===== src/rtl/flexenc_pkg.sv =====
`timescale 1ns/1ps
package flexenc_pkg;

  typedef enum logic [1:0] {ST_IDLE, ST_LOAD, ST_ENC, ST_DROP} enc_state_t;

  // (cur + step) mod span, given cur < span and step < span
  function automatic int unsigned wrap_add(input int unsigned cur,
                                           input int unsigned step,
                                           input int unsigned span);
    int unsigned s;
    s = cur + step;
    return (s >= span) ? s - span : s;
  endfunction

  // index of the last bit in a parity-check group of 2^jlog bits
  function automatic int unsigned group_last(input int unsigned jlog);
    return (32'd1 << jlog) - 32'd1;
  endfunction

  // frame configuration acceptance rule
  function automatic logic cfg_ok(input int unsigned k,
                                  input int unsigned jlog,
                                  input int unsigned step,
                                  input int unsigned offs,
                                  input int unsigned max_k,
                                  input int unsigned max_jlog);
    int unsigned span;
    span = 2 * k;
    return (k >= 2) && (k <= max_k) && (jlog >= 1) && (jlog <= max_jlog) &&
           ((span & group_last(jlog)) == 0) && step[0] &&
           (step < span) && (offs < span);
  endfunction

endpackage


===== src/rtl/fe_bit_store.sv =====
`timescale 1ns/1ps
module fe_bit_store #(
  parameter int MAX_K = 1024,
  parameter int KW    = 11,
  parameter int IW    = 10
) (
  input  logic          clk,
  input  logic          wr_en,
  input  logic [IW-1:0] wr_idx,
  input  logic          wr_bit,
  input  logic [KW-1:0] frame_k,
  input  logic [IW-1:0] rd_idx,
  output logic          outer_bit
);
  logic [MAX_K-1:0] mem;
  logic [IW-1:0]    prev_idx;

  always_ff @(posedge clk) begin
    if (wr_en) mem[wr_idx] <= wr_bit;
  end

  // tail-biting: the predecessor of bit 0 is bit K-1
  assign prev_idx  = (rd_idx == '0) ? IW'(frame_k - KW'(1)) : rd_idx - IW'(1);
  assign outer_bit = mem[rd_idx] ^ mem[prev_idx];
endmodule


===== src/rtl/fe_perm_addr.sv =====
`timescale 1ns/1ps
module fe_perm_addr #(
  parameter int AW = 12
) (
  input  logic          clk,
  input  logic          rst_n,
  input  logic          load,
  input  logic          advance,
  input  logic [AW-1:0] step,
  input  logic [AW-1:0] offset,
  input  logic [AW-1:0] span,
  output logic [AW-1:0] addr
);
  always_ff @(posedge clk or negedge rst_n) begin
    if (!rst_n)       addr <= '0;
    else if (load)    addr <= offset;
    else if (advance) addr <= AW'(flexenc_pkg::wrap_add(32'(addr), 32'(step), 32'(span)));
  end
endmodule


===== src/rtl/fe_spc_acc.sv =====
`timescale 1ns/1ps
module fe_spc_acc #(
  parameter int JLW = 3,
  parameter int GW  = 4
) (
  input  logic           clk,
  input  logic           rst_n,
  input  logic           clear,
  input  logic           bit_en,
  input  logic           bit_in,
  input  logic [JLW-1:0] jlog,
  output logic           grp_done,
  output logic           par_next
);
  logic [GW-1:0] gcnt;
  logic [GW-1:0] gmax;
  logic          grp;
  logic          acc;

  assign gmax     = GW'(flexenc_pkg::group_last(32'(jlog)));
  assign grp_done = bit_en && (gcnt == gmax);
  assign par_next = acc ^ grp ^ bit_in;

  always_ff @(posedge clk or negedge rst_n) begin
    if (!rst_n) begin
      gcnt <= '0; grp <= 1'b0; acc <= 1'b0;
    end else if (clear) begin
      gcnt <= '0; grp <= 1'b0; acc <= 1'b0;
    end else if (bit_en) begin
      if (gcnt == gmax) begin
        gcnt <= '0;
        grp  <= 1'b0;
        acc  <= par_next;
      end else begin
        gcnt <= gcnt + GW'(1);
        grp  <= grp ^ bit_in;
      end
    end
  end
endmodule


===== src/rtl/flex_sc_ldpc_enc.sv =====
`timescale 1ns/1ps
module flex_sc_ldpc_enc #(
  parameter int MAX_K    = 1024,
  parameter int MAX_JLOG = 4,
  localparam int KW  = $clog2(MAX_K + 1),
  localparam int AW  = $clog2(2 * MAX_K + 1),
  localparam int JLW = $clog2(MAX_JLOG + 1)
) (
  input  logic           clk,
  input  logic           rst_n,
  input  logic [KW-1:0]  cfg_k,
  input  logic [JLW-1:0] cfg_jlog,
  input  logic [AW-1:0]  cfg_step,
  input  logic [AW-1:0]  cfg_offset,
  input  logic           in_valid,
  output logic           in_ready,
  input  logic           in_bit,
  input  logic           in_first,
  input  logic           in_last,
  output logic           out_valid,
  input  logic           out_ready,
  output logic           out_bit,
  output logic           out_is_parity,
  output logic           out_last,
  output logic           frame_err
);
  import flexenc_pkg::*;

  localparam int IW = $clog2(MAX_K);
  localparam int GW = MAX_JLOG;

  enc_state_t     state;
  logic [KW-1:0]  k_q;
  logic [JLW-1:0] jlog_q;
  logic [AW-1:0]  step_q, offs_q;
  logic [IW-1:0]  widx;
  logic [AW-1:0]  n_cnt;
  logic           gen_done;
  logic           par_valid, par_bit, par_last;

  // named internal events
  logic           cfg_good, in_acc, load_end, enc_start, adv;
  logic           st_load_w, st_drop_w, enc_active_w;
  logic [AW-1:0]  two_k, last_n, cur_addr;
  logic           outer_bit, grp_done, par_next;
  logic           wr_en;
  logic [IW-1:0]  wr_idx;

  assign cfg_good = cfg_ok(32'(cfg_k), 32'(cfg_jlog), 32'(cfg_step), 32'(cfg_offset),
                           32'(MAX_K), 32'(MAX_JLOG));
  assign two_k        = AW'({k_q, 1'b0});
  assign last_n       = two_k - AW'(1);
  assign in_acc       = in_valid && in_ready;
  assign load_end     = (widx == IW'(k_q - KW'(1)));
  assign st_load_w    = (state == ST_LOAD);
  assign st_drop_w    = (state == ST_DROP);
  assign enc_active_w = (state == ST_ENC) && !gen_done;
  assign enc_start    = st_load_w && in_acc && load_end;
  assign adv          = enc_active_w && (!par_valid || out_ready);
  assign wr_en        = in_acc && (st_load_w || ((state == ST_IDLE) && in_first && cfg_good));
  assign wr_idx       = st_load_w ? widx : '0;

  fe_bit_store #(.MAX_K(MAX_K), .KW(KW), .IW(IW)) u_store (
    .clk(clk), .wr_en(wr_en), .wr_idx(wr_idx), .wr_bit(in_bit),
    .frame_k(k_q), .rd_idx(IW'(cur_addr >> 1)), .outer_bit(outer_bit)
  );

  fe_perm_addr #(.AW(AW)) u_perm (
    .clk(clk), .rst_n(rst_n), .load(enc_start), .advance(adv),
    .step(step_q), .offset(offs_q), .span(two_k), .addr(cur_addr)
  );

  fe_spc_acc #(.JLW(JLW), .GW(GW)) u_spc (
    .clk(clk), .rst_n(rst_n), .clear(enc_start), .bit_en(adv),
    .bit_in(outer_bit), .jlog(jlog_q), .grp_done(grp_done), .par_next(par_next)
  );

  always_comb begin
    in_ready      = 1'b1;
    out_valid     = 1'b0;
    out_bit       = in_bit;
    out_is_parity = 1'b0;
    out_last      = 1'b0;
    unique case (state)
      ST_IDLE: begin
        in_ready  = (in_first && cfg_good) ? out_ready : 1'b1;
        out_valid = in_valid && in_first && cfg_good;
      end
      ST_LOAD: begin
        in_ready  = out_ready;
        out_valid = in_valid;
      end
      ST_ENC: begin
        in_ready      = 1'b0;
        out_valid     = par_valid;
        out_bit       = par_bit;
        out_is_parity = 1'b1;
        out_last      = par_last;
      end
      default: begin
        in_ready = 1'b1;
      end
    endcase
  end

  always_ff @(posedge clk or negedge rst_n) begin
    if (!rst_n) begin
      state     <= ST_IDLE;
      k_q       <= '0;
      jlog_q    <= '0;
      step_q    <= '0;
      offs_q    <= '0;
      widx      <= '0;
      n_cnt     <= '0;
      gen_done  <= 1'b0;
      par_valid <= 1'b0;
      par_bit   <= 1'b0;
      par_last  <= 1'b0;
      frame_err <= 1'b0;
    end else begin
      frame_err <= 1'b0;
      unique case (state)
        ST_IDLE: begin
          if (in_acc && in_first) begin
            if (cfg_good) begin
              k_q    <= cfg_k;
              jlog_q <= cfg_jlog;
              step_q <= cfg_step;
              offs_q <= cfg_offset;
              widx   <= IW'(1);
              state  <= ST_LOAD;
            end else begin
              frame_err <= 1'b1;
              if (!in_last) state <= ST_DROP;
            end
          end
        end
        ST_LOAD: begin
          if (in_acc) begin
            if (load_end) begin
              state    <= ST_ENC;
              n_cnt    <= '0;
              gen_done <= 1'b0;
            end else begin
              widx <= widx + IW'(1);
            end
          end
        end
        ST_ENC: begin
          if (adv) begin
            n_cnt <= n_cnt + AW'(1);
            if (n_cnt == last_n) gen_done <= 1'b1;
          end
          if (grp_done) begin
            par_valid <= 1'b1;
            par_bit   <= par_next;
            par_last  <= (n_cnt == last_n);
          end else if (par_valid && out_ready) begin
            par_valid <= 1'b0;
            if (gen_done) state <= ST_IDLE;
          end
        end
        ST_DROP: begin
          if (in_acc && in_last) state <= ST_IDLE;
        end
        default: state <= ST_IDLE;
      endcase
    end
  end
endmodule


===== config.mk =====
export PLATFORM = sky130hd
export DESIGN_NAME = flex_sc_ldpc_enc
export DESIGN_NICKNAME = d
export VERILOG_FILES = /design/src/rtl/flexenc_pkg.sv /design/src/rtl/fe_bit_store.sv /design/src/rtl/fe_perm_addr.sv /design/src/rtl/fe_spc_acc.sv /design/src/rtl/flex_sc_ldpc_enc.sv
export SDC_FILE = /design/constraint.sdc
export NUM_CORES = 2
export LEC_CHECK = 0
export ABC_AREA = 1
export BUFFER_PORTS_ARGS = -buffer_cell sky130_fd_sc_hd__buf_4
export CAP_MARGIN = 0
export CORE_UTILIZATION = 40
export CTS_CLUSTER_SIZE = 40
export DETAILED_ROUTE_END_ITERATION = 10
export SETUP_SLACK_MARGIN = 0.5
export SYNTH_ARGS = -nofsm -noshare
export SYNTH_HDL_FRONTEND = slang
export SYNTH_SLANG_ARGS = --single-unit

===== constraint.sdc =====
create_clock -name clk -period 4.6 [get_ports clk]
set_input_delay 0.69 -clock clk [delete_from_list [all_inputs] [get_ports clk]]
set_output_delay 0.69 -clock clk [all_outputs]
set_load 0.05 [all_outputs]

==> results.sh <==
export IMPL_outcome="finished, final reports clean"
export IMPL_min_period_ps=4010
export IMPL_synth_top_flop_cell="edfxtp_1"
export IMPL_required_ps=5260
export IMPL_fmax_mhz=249
export IMPL_ys_types=58
export IMPL_drt_total_wl_um=238000
export IMPL_die_width_um=396
export IMPL_seq_area_frac_synth=0.529
export IMPL_grt_most_used_layer="met2"
export IMPL_coreArea_sq_mm=0.154
export IMPL_final_setup_skew_ps=27.8
export IMPL_critical_path_endpoint_type="flop"
export IMPL_rr_endpoint="u_spc.acc"
export IMPL_ys_warn_count=0
export IMPL_cts_path_max_buffers=3
export IMPL_syn_inst=7437
export IMPL_setup_worst_path_start_class="flop"
export IMPL_place_hpwl_um=130000
export IMPL_r2r_slack_ps=590
export IMPL_grt_usage=0.292
export IMPL_grt_pass1_wl_um=346000
export IMPL_rr_worst_depth=18
export IMPL_reg2reg_from="u_perm.addr[1]"
export IMPL_path_max_fanout=95
export IMPL_worstMarginPinSlew_ps=1270
export IMPL_drive_above_1_share=0.0848
export IMPL_utilization=0.452
export IMPL_setup_viol=0
export IMPL_syn_to_final_growth_pct=12.2
export IMPL_critPathKind="reg2reg"
export IMPL_drt_vias_per_instance=6.16
export IMPL_drtIter0Drc=9583
export IMPL_synth_avg_cell_area_sq_um=8.36
export IMPL_start_util=0.403
export IMPL_grt_pass1_vias=54139
export IMPL_fp_row_count=144
export IMPL_crit_arrival_ps=4670
export IMPL_min_path_type="in2reg"
export IMPL_path_clk_slew_ps=60
export IMPL_grt_ovfl_total=0
export IMPL_root_buffer="clkbuf_16"
export IMPL_maxCapViolCount=0
export IMPL_slew_headroom=0.146
export IMPL_met2_usage=0.449
export IMPL_syn_num_nets=7534
export IMPL_slew_viol_final=0
export IMPL_mostFrequentLayoutCell="nor2_1"
export IMPL_postRouteAntennaNets=0
export IMPL_grtUsageMet1=0.393
export IMPL_post_route_period_util=0.872
export IMPL_dr_pass1_iters=6
export IMPL_nFillCells=14966
export IMPL_clk_latency_ps=780
export IMPL_yosys_register_bits=1109
export IMPL_portBuffers=50
export IMPL_globalplace_congestion=0.901
export IMPL_cts_htree_levels=4
export IMPL_synth_edf_count=1024
export IMPL_cts_buffers=130
export IMPL_async_flop_share=0.0766
export IMPL_min_from="cfg_offset[1]"
export IMPL_ios=51
export IMPL_fin_nets=7335
export IMPL_syn_area_sq_mm=0.0622
export IMPL_wl_per_cell_um=25.4
export IMPL_die_h_um=396
export IMPL_clock_sinks=1109
export IMPL_grt_max_degree=241
export IMPL_cts_tree="built"
export IMPL_layout_common_cells="nor2_1 (1,645), nand2_1 (1,287), nand3_1 (1,098), edfxtp_1 (1,024), o21ai_0 (594)"
export IMPL_hold_depth=3
export IMPL_dieArea_sq_mm=0.157
export IMPL_drc=0
export IMPL_tns_ps=0
export IMPL_hold_viol=0
export IMPL_vias=57792
export IMPL_grt_use_met3=0.0617
export IMPL_holdPathEnd="offs_q[1]"
export IMPL_antenna_found_initial=7
export IMPL_rsz0062_at_grt="false"
[cell families (layout without fill, tap and decap cells)]
kind of cell	after synthesis	in the layout	synth area share
xor+xnor	51	51	0.00718
other cells	0	1	0
mux	2	2	0.000322
flops	1109	1109	0.529
fa+ha+maj	52	52	0.0107
compound gates	1177	1177	0.110
simple gates	4164	4167	0.278
buf+inv	882	777	0.0653
[routing by layer]
metal	up-vias	routed length, um
li1	25172	-
met1	27797	91300
met2	4105	105000
met3	714	30800
met4	4	11600
met5	-	27
[how the worst max path moves through the flow]
stage	startpoint	endpoint
after global routing	step_q[0]	u_perm.addr[2]
after floorplan	cfg_jlog[2]	out_valid
after detailed placement	u_perm.addr[1]	par_bit
after CTS	u_perm.addr[2]	par_bit
final	u_perm.addr[1]	u_spc.acc
after global placement	u_perm.addr[1]	par_bit
[sequential cells by signal, indices dropped and copies added (netlist names), 2 cells and up]
signal	count
u_store.mem	1024
widx	10
jlog_q	3
u_perm.addr	12
offs_q	12
u_spc.gcnt	4
step_q	12
state	2
n_cnt	12
k_q	11
[worst max-delay path: stages, from the launching register on]
cell	delay (ps)
dfrtp_4	560
inv_8	130
buf_12	320
buf_6	510
o21ai_0	170
o22ai_1	180
o21ai_0	100
o22ai_1	310
nand2_1	200
nand3_1	130
nand3_1	150
nand3_1	210
nand4_1	120
nand3_1	190
nand3_1	130
nand3_1	100
nand2_1	70
nand2_1	80
nand2_1	50
[area by class of cell]
cell class                 instances  area [sq um]  share of cell area
inverter                         222           875              0.0125
antenna                            1          2.50           0.0000359
sequential                      1109         32900               0.471
timing repair buffer             325          3630              0.0520
timing repair inverter             1          8.76            0.000126
tap                             2044          2560              0.0367
clock buffer                     161          3440              0.0494
multi-input combinational       5449         25700               0.368
clock inverter                    68           672             0.00963
[synth_stat cells, types with 3 or more instances]
library cell | number | area share
xnor2_1 | 17 | 0.0024
buf_6 | 51 | 0.0092
a21oi_1 | 144 | 0.012
a31oi_1 | 3 | 0.00030
nor3_1 | 24 | 0.0019
o211ai_1 | 208 | 0.025
o22ai_1 | 150 | 0.015
o221ai_1 | 8 | 0.0011
buf_4 | 27 | 0.0033
nor4_1 | 8 | 0.00080
o21ai_0 | 601 | 0.048
o31ai_1 | 24 | 0.0029
nand2_1 | 1318 | 0.080
dfrtp_1 | 85 | 0.034
nand3b_1 | 3 | 0.00036
buf_2 | 209 | 0.017
nand4_1 | 13 | 0.0013
a2111oi_0 | 4 | 0.00056
edfxtp_1 | 1024 | 0.49
nand3_1 | 1125 | 0.091
nor2_1 | 1647 | 0.099
o21ai_1 | 5 | 0.00040
xor2_1 | 34 | 0.0048
o32ai_1 | 10 | 0.0014
inv_1 | 215 | 0.013
inv_2 | 6 | 0.00036
nor2_4 | 4 | 0.00072
nor2_2 | 3 | 0.00030
nand2_2 | 5 | 0.00050
ha_1 | 50 | 0.010
clkbuf_1 | 347 | 0.021
buf_1 | 26 | 0.0016
[per-stage QoR]
| stage | cell area, sq um | std cells | worst slack [ps] | hold slack [ps] |
|---|---|---|---|---|
| finish | 69800 | 9380 | 590 | 128 |
| global route | 69800 | 9379 | 419 | 116 |
| CTS | 69200 | 9365 | 525 | 78.6 |
| detailed placement | 64800 | 9115 | 62.4 | 461 |
| global placement | 64800 | 9115 | 110 | 463 |
| floorplan | 62200 | 7437 | 685 | 394 |
[what timing repair did]
| action | CTS | global route |
|---|---|---|
| setup buffers | 18 | 6 |
| cloned | 2 | 8 |
| resized for setup | 17 | 82 |
| hold endpoints to repair | 12 | 0 |
| pin swaps | 8 | 8 |
| setup endpoints to repair | 14 | 16 |
| hold buffers | 1 | 0 |
Power is left out: the tool's default activity adds up to more than one toggle a clock period on the data nets, which glitch-free logic cannot reach.
